File: src/rtl/hqx_pkg.sv
package hqx_pkg;
  localparam int unsigned NPORTS = 5;
  localparam int unsigned PW = 3;
  typedef logic [PW-1:0] port_t;
endpackage

File: src/rtl/hqx_fifo.sv
module hqx_fifo #(
  parameter int unsigned DEPTH = 2,
  parameter int unsigned W = 3
) (
  input  logic         clk,
  input  logic         rst,
  input  logic         push,
  input  logic [W-1:0] din,
  input  logic         pop,
  output logic [W-1:0] head,
  output logic         empty,
  output logic         full
);
  localparam int unsigned AW = (DEPTH > 1) ? $clog2(DEPTH) : 1;
  localparam int unsigned CW = $clog2(DEPTH + 1);

  logic [W-1:0]  mem [DEPTH];
  logic [AW-1:0] wp, rp;
  logic [CW-1:0] cnt;
  logic          do_push, do_pop;

  assign empty   = (cnt == '0);
  assign full    = (cnt == CW'(DEPTH));
  assign do_push = push && !full;
  assign do_pop  = pop && !empty;
  assign head    = mem[rp];

  // storage without reset so that RAM inference stays possible
  always_ff @(posedge clk) begin
    if (do_push) mem[wp] <= din;
  end

  always_ff @(posedge clk) begin
    if (rst) begin
      wp  <= '0;
      rp  <= '0;
      cnt <= '0;
    end else begin
      if (do_push) wp <= (wp == AW'(DEPTH - 1)) ? '0 : wp + AW'(1);
      if (do_pop)  rp <= (rp == AW'(DEPTH - 1)) ? '0 : rp + AW'(1);
      case ({do_push, do_pop})
        2'b10:   cnt <= cnt + CW'(1);
        2'b01:   cnt <= cnt - CW'(1);
        default: cnt <= cnt;
      endcase
    end
  end

  // writers never push into a full queue or buffer
  a_r2_push_room: assert property (@(posedge clk) disable iff (rst) push |-> !full);
  // entries are only consumed when present
  a_r3_pop_present: assert property (@(posedge clk) disable iff (rst) pop |-> !empty);
endmodule

File: src/rtl/hqx_match.sv
module hqx_match
  import hqx_pkg::*;
(
  input  logic [NPORTS-1:0]    in_hv,
  input  logic [NPORTS*PW-1:0] in_head_f,
  input  logic [NPORTS-1:0]    in_busy,
  input  logic [NPORTS-1:0]    out_hv,
  input  logic [NPORTS*PW-1:0] out_head_f,
  input  logic [NPORTS-1:0]    out_busy,
  output logic [NPORTS-1:0]    match_in,
  output logic [NPORTS-1:0]    match_out
);
  // an input matches when the output named at its head names it back
  always_comb begin
    match_in = '0;
    for (int i = 0; i < NPORTS; i++) begin
      for (int o = 0; o < NPORTS; o++) begin
        if (in_hv[i] && !in_busy[i] && in_head_f[i*PW +: PW] == PW'(o) &&
            out_hv[o] && !out_busy[o] && out_head_f[o*PW +: PW] == PW'(i))
          match_in[i] = 1'b1;
      end
    end
  end

  always_comb begin
    match_out = '0;
    for (int o = 0; o < NPORTS; o++) begin
      for (int i = 0; i < NPORTS; i++) begin
        if (match_in[i] && in_head_f[i*PW +: PW] == PW'(o))
          match_out[o] = 1'b1;
      end
    end
  end
endmodule

File: src/rtl/hqx_circuit_xbar.sv
module hqx_circuit_xbar
  import hqx_pkg::*;
#(
  parameter int unsigned FLIT_W    = 16,
  parameter int unsigned BUF_DEPTH = 14,
  parameter int unsigned RQ_DEPTH  = 2
) (
  input  logic                     clk,
  input  logic                     rst,
  input  logic                     rsv_valid,
  input  logic [PW-1:0]            rsv_src,
  input  logic [PW-1:0]            rsv_dst,
  output logic                     rsv_accept,
  input  logic [NPORTS-1:0]        in_valid,
  input  logic [NPORTS-1:0]        in_tail,
  input  logic [NPORTS*FLIT_W-1:0] in_data,
  output logic [NPORTS-1:0]        in_credit,
  output logic [NPORTS-1:0]        out_valid,
  output logic [NPORTS-1:0]        out_tail,
  output logic [NPORTS*FLIT_W-1:0] out_data,
  input  logic [NPORTS-1:0]        out_credit
);
  localparam int unsigned CW = $clog2(BUF_DEPTH + 1);
  localparam int unsigned EW = FLIT_W + 1;

  logic [NPORTS-1:0]    iq_empty, iq_full, oq_empty, oq_full;
  logic [NPORTS*PW-1:0] iq_head_f, oq_head_f;
  logic [NPORTS-1:0]    match_in, match_out;
  logic [NPORTS-1:0]    in_busy, out_busy;
  port_t                in_sel [NPORTS];
  logic [NPORTS-1:0]    fb_empty, fb_full;
  logic [EW-1:0]        fb_head [NPORTS];
  logic [CW-1:0]        cred [NPORTS];
  logic [NPORTS-1:0]    cred_ok, send;
  logic [NPORTS-1:0]    o_go, o_last;
  logic [EW-1:0]        o_flit [NPORTS];
  logic [FLIT_W-1:0]    out_d_q [NPORTS];
  logic                 rsv_go, src_room, dst_room;

  // reservation admission
  always_comb begin
    src_room = 1'b0;
    dst_room = 1'b0;
    for (int p = 0; p < NPORTS; p++) begin
      if (rsv_src == PW'(p)) src_room = !iq_full[p];
      if (rsv_dst == PW'(p)) dst_room = !oq_full[p];
    end
  end
  assign rsv_accept = src_room && dst_room;
  assign rsv_go     = rsv_valid && rsv_accept;

  genvar g;
  generate
    for (g = 0; g < NPORTS; g++) begin : g_port
      logic [PW-1:0] iq_h, oq_h;

      // input side: future outputs in reservation order
      hqx_fifo #(.DEPTH(RQ_DEPTH), .W(PW)) u_iq (
        .clk(clk), .rst(rst),
        .push(rsv_go && rsv_src == PW'(g)), .din(rsv_dst),
        .pop(match_in[g]), .head(iq_h),
        .empty(iq_empty[g]), .full(iq_full[g])
      );
      // output side: future inputs in reservation order
      hqx_fifo #(.DEPTH(RQ_DEPTH), .W(PW)) u_oq (
        .clk(clk), .rst(rst),
        .push(rsv_go && rsv_dst == PW'(g)), .din(rsv_src),
        .pop(match_out[g]), .head(oq_h),
        .empty(oq_empty[g]), .full(oq_full[g])
      );
      assign iq_head_f[g*PW +: PW] = iq_h;
      assign oq_head_f[g*PW +: PW] = oq_h;

      // flit buffer of the input link, sized by the credit loop
      hqx_fifo #(.DEPTH(BUF_DEPTH), .W(EW)) u_fb (
        .clk(clk), .rst(rst),
        .push(in_valid[g]), .din({in_tail[g], in_data[g*FLIT_W +: FLIT_W]}),
        .pop(send[g]), .head(fb_head[g]),
        .empty(fb_empty[g]), .full(fb_full[g])
      );

      // input connection state
      always_ff @(posedge clk) begin
        if (rst) begin
          in_busy[g]   <= 1'b0;
          in_sel[g]    <= '0;
          in_credit[g] <= 1'b0;
        end else begin
          in_credit[g] <= send[g];
          if (match_in[g]) begin
            in_busy[g] <= 1'b1;
            in_sel[g]  <= iq_h;
          end else if (send[g] && fb_head[g][EW-1]) begin
            in_busy[g] <= 1'b0;
          end
        end
      end

      // output connection state, credit count and link register
      always_ff @(posedge clk) begin
        if (rst) begin
          out_busy[g]  <= 1'b0;
          cred[g]      <= CW'(BUF_DEPTH);
          out_valid[g] <= 1'b0;
          out_tail[g]  <= 1'b0;
          out_d_q[g]   <= '0;
        end else begin
          if (match_out[g])
            out_busy[g] <= 1'b1;
          else if (o_last[g])
            out_busy[g] <= 1'b0;
          case ({o_go[g], out_credit[g]})
            2'b10:   cred[g] <= cred[g] - CW'(1);
            2'b01:   cred[g] <= cred[g] + CW'(1);
            default: cred[g] <= cred[g];
          endcase
          out_valid[g] <= o_go[g];
          out_tail[g]  <= o_go[g] && o_flit[g][EW-1];
          if (o_go[g]) out_d_q[g] <= o_flit[g][FLIT_W-1:0];
        end
      end
      assign out_data[g*FLIT_W +: FLIT_W] = out_d_q[g];

      // every flit on the link was covered by a credit
      a_r7_credit_gate: assert property (@(posedge clk) disable iff (rst)
        out_valid[g] |-> $past(cred[g]) != '0);
      // the count never exceeds the downstream buffer
      a_r7_credit_cap: assert property (@(posedge clk) disable iff (rst)
        cred[g] <= CW'(BUF_DEPTH));
      // a tail on the link means the output was released
      a_r5_tail_release: assert property (@(posedge clk) disable iff (rst)
        (out_valid[g] && out_tail[g]) |-> !out_busy[g]);
      // upstream respects the credits it was given
      a_r8_buf_room: assert property (@(posedge clk) disable iff (rst)
        in_valid[g] |-> !fb_full[g]);
    end
  endgenerate

  hqx_match u_match (
    .in_hv(~iq_empty), .in_head_f(iq_head_f), .in_busy(in_busy),
    .out_hv(~oq_empty), .out_head_f(oq_head_f), .out_busy(out_busy),
    .match_in(match_in), .match_out(match_out)
  );

  // forwarding: credit looked up through the selected output
  always_comb begin
    for (int i = 0; i < NPORTS; i++) begin
      cred_ok[i] = 1'b0;
      for (int o = 0; o < NPORTS; o++)
        if (in_sel[i] == PW'(o)) cred_ok[i] = (cred[o] != '0);
      send[i] = in_busy[i] && !fb_empty[i] && cred_ok[i];
    end
  end

  always_comb begin
    for (int o = 0; o < NPORTS; o++) begin
      o_go[o]   = 1'b0;
      o_last[o] = 1'b0;
      o_flit[o] = '0;
      for (int i = 0; i < NPORTS; i++) begin
        if (send[i] && in_sel[i] == PW'(o)) begin
          o_go[o]   = 1'b1;
          o_flit[o] = fb_head[i];
          o_last[o] = fb_head[i][EW-1];
        end
      end
    end
  end

  // an output is claimed by at most one active input, and an active input's output is held
  generate
    for (g = 0; g < NPORTS; g++) begin : g_chk
      logic [NPORTS-1:0] claim;
      logic              sel_held;
      always_comb begin
        sel_held = 1'b0;
        for (int i = 0; i < NPORTS; i++) begin
          claim[i] = in_busy[i] && in_sel[i] == PW'(g);
          if (in_sel[g] == PW'(i)) sel_held = out_busy[i];
        end
      end
      a_r3_one_claim: assert property (@(posedge clk) disable iff (rst)
        $countones(claim) <= 1);
      a_r5_pair_held: assert property (@(posedge clk) disable iff (rst)
        in_busy[g] |-> sel_held);
    end
  endgenerate
endmodule

File: config.mk
export PLATFORM = sky130hd
export DESIGN_NAME = hqx_circuit_xbar
export DESIGN_NICKNAME = d
export VERILOG_FILES = /design/src/rtl/hqx_pkg.sv /design/src/rtl/hqx_fifo.sv /design/src/rtl/hqx_match.sv /design/src/rtl/hqx_circuit_xbar.sv
export SDC_FILE = /design/constraint.sdc
export NUM_CORES = 2
export LEC_CHECK = 0
export BUFFER_PORTS_ARGS = -buffer_cell sky130_fd_sc_hd__clkbuf_2
export CAP_MARGIN = 0
export CELL_PAD_IN_SITES_DETAIL_PLACEMENT = 1
export CELL_PAD_IN_SITES_GLOBAL_PLACEMENT = 1
export CORE_MARGIN = 2
export CORE_UTILIZATION = 35
export CTS_CLUSTER_SIZE = 30
export DETAILED_ROUTE_END_ITERATION = 8
export GPL_ROUTABILITY_DRIVEN = 0
export MAX_ROUTING_LAYER = met4
export PLACE_DENSITY = 0.52
export SLEW_MARGIN = 5
export SYNTH_ARGS = -nofsm -noshare
export SYNTH_HDL_FRONTEND = slang
export SYNTH_SLANG_ARGS = --single-unit
File: constraint.sdc
create_clock -name clk -period 5.4 [get_ports clk]
set_input_delay 0.27 -clock clk [delete_from_list [all_inputs] [get_ports clk]]
set_output_delay 0.27 -clock clk [all_outputs]
set_load 0.005 [all_outputs]
# Yosys cells after proc, flatten, opt, wreduce, memory -nomap -nowiden

Memories as Yosys holds them, arrays and structs flattened. A register that Yosys moved wholly into a read port is not among the register bits.
Cells that the tools add are included.

Input bits: 104
Memories: 18
Register bits: 125
Output and inout port bits: 96
Memory bits (writable): 1,365
Logic and storage cells: 1,029

Eq/ne operators: 133
Muxes and demuxes: 387
Bitwise gates (word level): 27
Add/subtract/negate cells: 70
Reduce and logical (&&, ||, !) cells: 324

Memory list:

| name               | words | width | rd ports | clocked after Yosys merged registers in | wr ports | RTL line               | RTL |
|---|---|---|---|---|---|---|---|
| g_port[0].u_fb.mem | 14    | 17    | 1        | 1                                       | 1        | hqx_fifo.sv:17         | `logic [W-1:0] mem [DEPTH];` |
| g_port[1].u_fb.mem | 14    | 17    | 1        | 1                                       | 1        | hqx_fifo.sv:17         |  |
| g_port[2].u_fb.mem | 14    | 17    | 1        | 1                                       | 1        | hqx_fifo.sv:17         |  |
| g_port[3].u_fb.mem | 14    | 17    | 1        | 1                                       | 1        | hqx_fifo.sv:17         |  |
| g_port[4].u_fb.mem | 14    | 17    | 1        | 1                                       | 1        | hqx_fifo.sv:17         |  |
| out_d_q            | 5     | 16    | 5        | 0                                       | 5        | hqx_circuit_xbar.sv:37 | `logic [FLIT_W-1:0] out_d_q [NPORTS];` |
| 12 more memories   | -     | -     | -        | -                                       | -        | -                      |  |

Operators by type and width:

| cell                                              | number |
|---|---|
| 2-to-1 mux 17 bit                                 | 25 |
| 2-to-1 mux 1 bit                                  | 302 |
| logical AND 1 bit                                 | 217 |
| 2-to-1 mux 4 bit                                  | 35 |
| == test 3 x 2 -> 1 bit (second input constant)    | 34 |
| adder 4 x 1 -> 4 bit (second input constant)      | 20 |
| 2-to-1 mux 16 bit                                 | 5 |
| == test 2 bit (second input constant)             | 30 |
| == test 4 bit (second input constant)             | 15 |
| == test 3 x 1 -> 1 bit (second input constant)    | 17 |
| == test 3 bit (second input constant)             | 17 |
| zero test 3 bit                                   | 17 |
| nonzero test 2 bit                                | 25 |
| == test 2 x 1 -> 1 bit (second input constant)    | 20 |
| zero test 1 bit                                   | 40 |
| one-hot mux 2 bit (2 select lines)                | 10 |
| one-hot mux 4 bit (2 select lines)                | 5 |
| subtractor 4 x 1 -> 4 bit (second input constant) | 10 |
| OR 1 bit                                          | 25 |
| adder 1 bit (second input constant)               | 20 |
| adder 2 x 1 -> 2 bit (second input constant)      | 10 |
| zero test 2 bit                                   | 10 |
| zero test 4 bit                                   | 5 |
| nonzero test 4 bit                                | 5 |
| other kinds (4)                                   | 22 |

# Depth between registers and ports, before layout

Depth after elaboration: 21
Depth in mapped cells: 17
Depth with buffers taken out: 16

# Modules after synthesis

From an unflattened synthesis, not the netlist that was laid out.

Cells, all modules: 4,049
Area, all modules: 65,118.7 sq um

Modules (own cells, without submodules):

| module                        | seq. area each (sq um) | area each (sq um) | cells each | times used |
|---|---|---|---|---|
| hqx_fifo (g_port[1].u_fb ...) | 7,467.2                | 9,919.5           | 494        | 3 |
| hqx_circuit_xbar              | 3,953.8                | 10,289.9          | 1,102      | 1 |
| hqx_fifo (g_port[0].u_fb)     | 7,467.2                | 9,917.0           | 494        | 1 |
| hqx_fifo (g_port[4].u_fb)     | 7,467.2                | 9,914.5           | 494        | 1 |
| hqx_fifo (g_port[0].u_iq ...) | 280.3                  | 437.9             | 35         | 10 |
| hqx_match                     | 0.0                    | 859.6             | 127        | 1 |

# Worst setup path before layout

No wires, ideal clock.

Path kind: reg2reg
Start: memory cred[3][0] in the netlist's numbering
End: memory cred[1][3] in the netlist's numbering (data pin)
Stages on the path, launching flop included: 18
Library setup time: 0.261 ns
Required time: 5.139 ns
Slack: 1.991 ns
Buffers on the path: 1
Clock period less this slack: 3.409 ns
Arrival: 3.148 ns
Path through: edfxtp_1 > inv_1 > ha_1 > or3b_1 > buf_2 > mux2i_1 > o22a_1 > a2111oi_4 > nand3b_2 > nand3b_4 > inv_1 > ha_1 > nand2_1 > nand2_1 > nor3_1 > a21oi_1 > o22ai_1 > a21oi_1

RTL lines:

| item            | RTL line               | RTL |
|---|---|---|
| start, declared | hqx_circuit_xbar.sv:33 | `logic [CW-1:0] cred [NPORTS];` |

==> flow_results.org <==
** Global route
- The total overflow left after global routing is 0.
- Wire length of the first global-routing pass :: between 200 and 300 mm
- Entering global routing, the biggest net connects between 60 and 70 pins.
- For met2 alone, demand over resource in global routing was 35.4%.
- Global routing consumed, on the met1 layer, 26.7% of the routing resources.
- Global routing used 2.53% of the available met3 tracks.
- The initial antenna violation count is 8.
- The global routing stage identified its most utilized layer as met2.
- Vias in the first global route :: 38,800
- Global Route Usage Sum :: a little over a fifth

** Timing
- Final hold violation count :: 0
- The smallest clock period supported by the final layout is computed as 4.37 ns.
- Remaining max-slew budget at the tightest pin :: 20.8%
- Final setup violation count :: 0
- The final count of pins violating max slew was 0.
- For the pin with the worst max-slew slack, the measured transition is 1.18 ns.
- Post-route clock period utilization :: roughly four fifths
- RSZ-0062 raised after global routing :: false
- Adding up every negative setup slack in the final design gives 0 ns.
- Worst hold slack :: 0.0697 ns
- Based on the critical path, the design can be clocked at up to 0.229 GHz.
- Maximum clock skew at final layout :: 0.0300 ns

** Logic synthesis
- Total number of yosys warnings :: 0
- After synthesis, the share of flip-flops with an asynchronous set or reset is 0%.
- Distinct cell type count after synthesis :: roughly 100
- Most used DFF post-synth :: edfxtp_1
- Most frequent cells after synthesis :: edfxtp_1 (1,365), nor2_1 (434), mux4_2 (273), a21oi_1 (200), mux2i_1 (192)
- Total nets after synthesis :: ~4,200
- Combinational family with the most area after synthesis :: multiplexers
- Share of the synthesized area in the top cell type :: 64.0%
- Synthesized-area fraction occupied by ao, oa, aoi and oai cells :: 6.30%
- The synthesized design contains 1,365 enable-type register cells.
- Dominant cells by area after synthesis :: edfxtp_1 (64%), mux4_2 (9.6%), dfxtp_1 (4.8%)
- The largest total area in the synthesized netlist belongs to edfxtp_1.
- Xor/xnor share of the synthesized area :: 0.807%
- #FFs+latches synth :: 1,520
- Library cell with the highest instance count after synthesis :: edfxtp_1
- After Yosys synthesis, full adders, half adders and majority gates account for 1.07% of the synthesized area.
- The synthesized netlist occupies a cell area of between 60,000 and 70,000 sq um.
- Sequential cells were found to cover between 60% and 70% of the synthesized design area.
- Simple-gate share of the synthesized area :: 6.59%
- Average instance area after synthesis :: around 16 sq um
- After synthesis, the share of cell area in mux cells is 14.3%.
- Cells after synthesis :: 4,038

** Final layout
- Fraction of final layout cells with drive strength greater than 1 :: 23.6%
- From synthesis to final layout, the design area changed by 16.9%.
- Filler Cell Count :: 17,900
- For this run, the post-layout net count is 4,583.
- Post-Route Utilization :: 41.3%

** Worst setup path
- Cell Chain, Critical Path :: inv_1, ha_1, or3b_1, mux2i_1, o22a_1, a2111oi_4, buf_4, nand3b_2, nand3b_4, inv_1, ha_1, nand2_1, nand2_1, nor3_1, a21oi_1, o22ai_1, a21oi_1
- The slowest stage of the critical path is the edfxtp_1 cell.
- For this run, the slowest stage of the critical path takes 0.41 ns.
- CP required :: about 5.9 ns
- For the worst setup path, the data arrival time is 4.90 ns.
- Worst R2R Start :: cred[3][0]
- CP bufs+invs :: 3
- Startpoint type of the worst setup path :: register
- Top fanout value on the critical path :: 36
- The worst setup path is of the reg2reg kind.
- STA classifies the critical path endpoint as a register.
- Among cell families on the critical path, the largest total delay comes from simple AND/OR/NAND/NOR gates.
- The most critical setup path has its startpoint at cred[3][0].

** Floorplanning
- The total area inside the core boundary comes to about 180,000 sq um.
- Die area :: 186,000 sq um
- The die is approximately 430 um wide.
- Row Count :: 156
- For this configuration, the core starts out at a cell density of 35.3%.
- For this design the top-level I/O count stands at 200.
- Measured along the y axis, the die boundary spans 432 um.

** CTS
- Buffers from clock root to sink, at most :: 3
- Buffer cell driving the clock tree root :: clkbuf_16
- Counting the buffers created by CTS gives 168.
- Once the clock tree was built, the resizer swapped 0 gates to a different size.
- Clock tree synthesis found a total of 1,520 sinks.
- Insertion delay of the later-clocked pin in the worst-skew pair :: 0.81 ns
- After clock tree synthesis, the clock-pin slew on the worst setup and hold paths is 0.06 ns.
- TritonCTS built the clock tree.
- The H-tree was split into 4 levels.

** Routing
- After detailed routing, the average wire length per cell comes to 27.2 um.
- After detailed routing, the number of vias per cell comes to 5.32.
- Antenna-violating nets left :: 0
- For this run, design rule violations remaining after detail routing come to 0.
- Routed vias :: 36,900
- Wires add up to 188 mm.
- 1st-iter DRT viols :: 2,570
- Initial DRT Pass Iterations :: 5

** Power
- Combinational power share :: 3.5%
- Sequential group share of total power :: between 50 and 60%
- For this design the static power due to leakage is 24.3 nW.
- Switching share of power :: 21.5%
- In this run the power density over the cells is 335 nW/um^2.
- For this design the total switching power over the nets is about 5.4 mW.
- Clock power frac :: 44.5%
- VDD sags by at most 0.221 mV.
- Internal Pwr Total :: about 20 mW

** Hold path
- Hold/Removal Path Class :: in2reg
- In this run the most critical hold path is launched from in_valid[3].

** Placement
- Port buffering added 199 buffers.
- The HPWL after detailed placement is between 100 and 150 mm.

** Flow run
- MaxCap Viol Count :: 0

** Status
- The flow ran to the end, and the final reports show no timing, DRC or antenna violations.
==> per-stage QoR <==
step / setup WS (ns) / total power [mW] / instances / area, sq um
floorplan: 1.99 / 13.6 / 4038 / 64000
global placement: 1.06 / 14.1 / 6529 / 68500
detailed placement: 1.07 / 14.1 / 6529 / 68500
CTS: 1.02 / 25.4 / 6933 / 74800
global route: 0.677 / 25.9 / 6936 / 74900
finish: 1.03 / 25.1 / 6936 / 74900
==> worst min-delay path, stage by stage <==
cell	delay (ns)
clkbuf_2	0.12
o31ai_1	0.20
nor2_1	0.09
nor2_1	0.10
nor2_1	0.05
==> cells in the final DEF (no fill, tap or decap), drive strengths merged, types with 98 or more instances in the layout <==
cell type / synthesis / layout
edfxtp: 1365 / 1365
nor2: 436 / 436
clkbuf: 130 / 422
mux4: 273 / 273
a21oi: 201 / 201
mux2i: 192 / 192
dfxtp: 155 / 155
nand2: 153 / 153
buf: 93 / 147
o21ai: 132 / 132
nor3: 108 / 108
inv: 98 / 104
mux2: 98 / 98
dlygate4sd3: 0 / 98
==> layer usage <==
metal / routed length [um] / vias up
met2: 96600 / 704
met3: 6180 / 257
met1: 81500 / 19300
met4: 4100 / 0
li1: - / 16600
met5: 0 / -
==> final timing paths <==
| check | end | slack (ns) | cells after the start |
|---|---|---|---|
| worst max register to register | cred[1][3] | 1.03 | 17 |
| worst min-delay path | g_port[3].u_fb.wp[0] | 0.07 | 5 |
| worst min register to register | out_busy[0] | 0.46 | 2 |
| worst max-delay path | cred[1][3] | 1.03 | 17 |
==> flip-flops by register name, indices dropped and copies added (netlist names), 10 cells and up, named ones only <==
signal / count
g_port.u_fb.wp: 20
cred: 20
g_port.u_oq.mem: 30
g_port.u_oq.cnt: 10
g_port.u_fb.cnt: 20
g_port.u_iq.mem: 30
g_port.u_iq.cnt: 10
g_port.u_fb.mem: 1190
in_sel: 15
g_port.u_fb.rp: 20
out_d_q: 80
==> power by group through the flow <==
stage                     clock [mW]  combinational [mW]  sequential, mW
after global placement             0               0.827            13.3
after global routing            11.9               0.960            13.1
after CTS                       11.5               0.904            13.1
after floorplan                    0               0.340            13.3
final                           11.2               0.883            13.1
after detailed placement           0               0.841            13.3
==> cell type report <==
| type | instances | area (sq um) | area share [%] |
|---|---|---|---|
| diodes | 2 | 5.00 | 0.00669 |
| multi-input cells | 2196 | 18900 | 25.3 |
| repair buffers | 443 | 3130 | 4.19 |
| inverters | 99 | 372 | 0.496 |
| clock inverters | 82 | 709 | 0.948 |
| well taps | 2370 | 2970 | 3.96 |
| flip-flops and latches | 1520 | 44100 | 58.9 |
| clock buffers | 224 | 4620 | 6.18 |
==> what timing repair did <==
| item | 4_1_cts | 5_1_grt |
|---|---|---|
| endpoints found under the hold margin | 1291 | 0 |
| hold buffers | 98 | 0 |
| setup buffers | 0 | 0 |
==> cells by family after synthesis <==
kind of cell             after synthesis
AO/OA/AOI/OAI                        619
multiplexers                         563
buffers and inverters                322
flip-flops                          1520
AND/OR/NAND/NOR                      904
adder cells (fa/ha/maj)               51
XOR/XNOR                              59
Note: power is estimated with default switching activity, not from simulation.
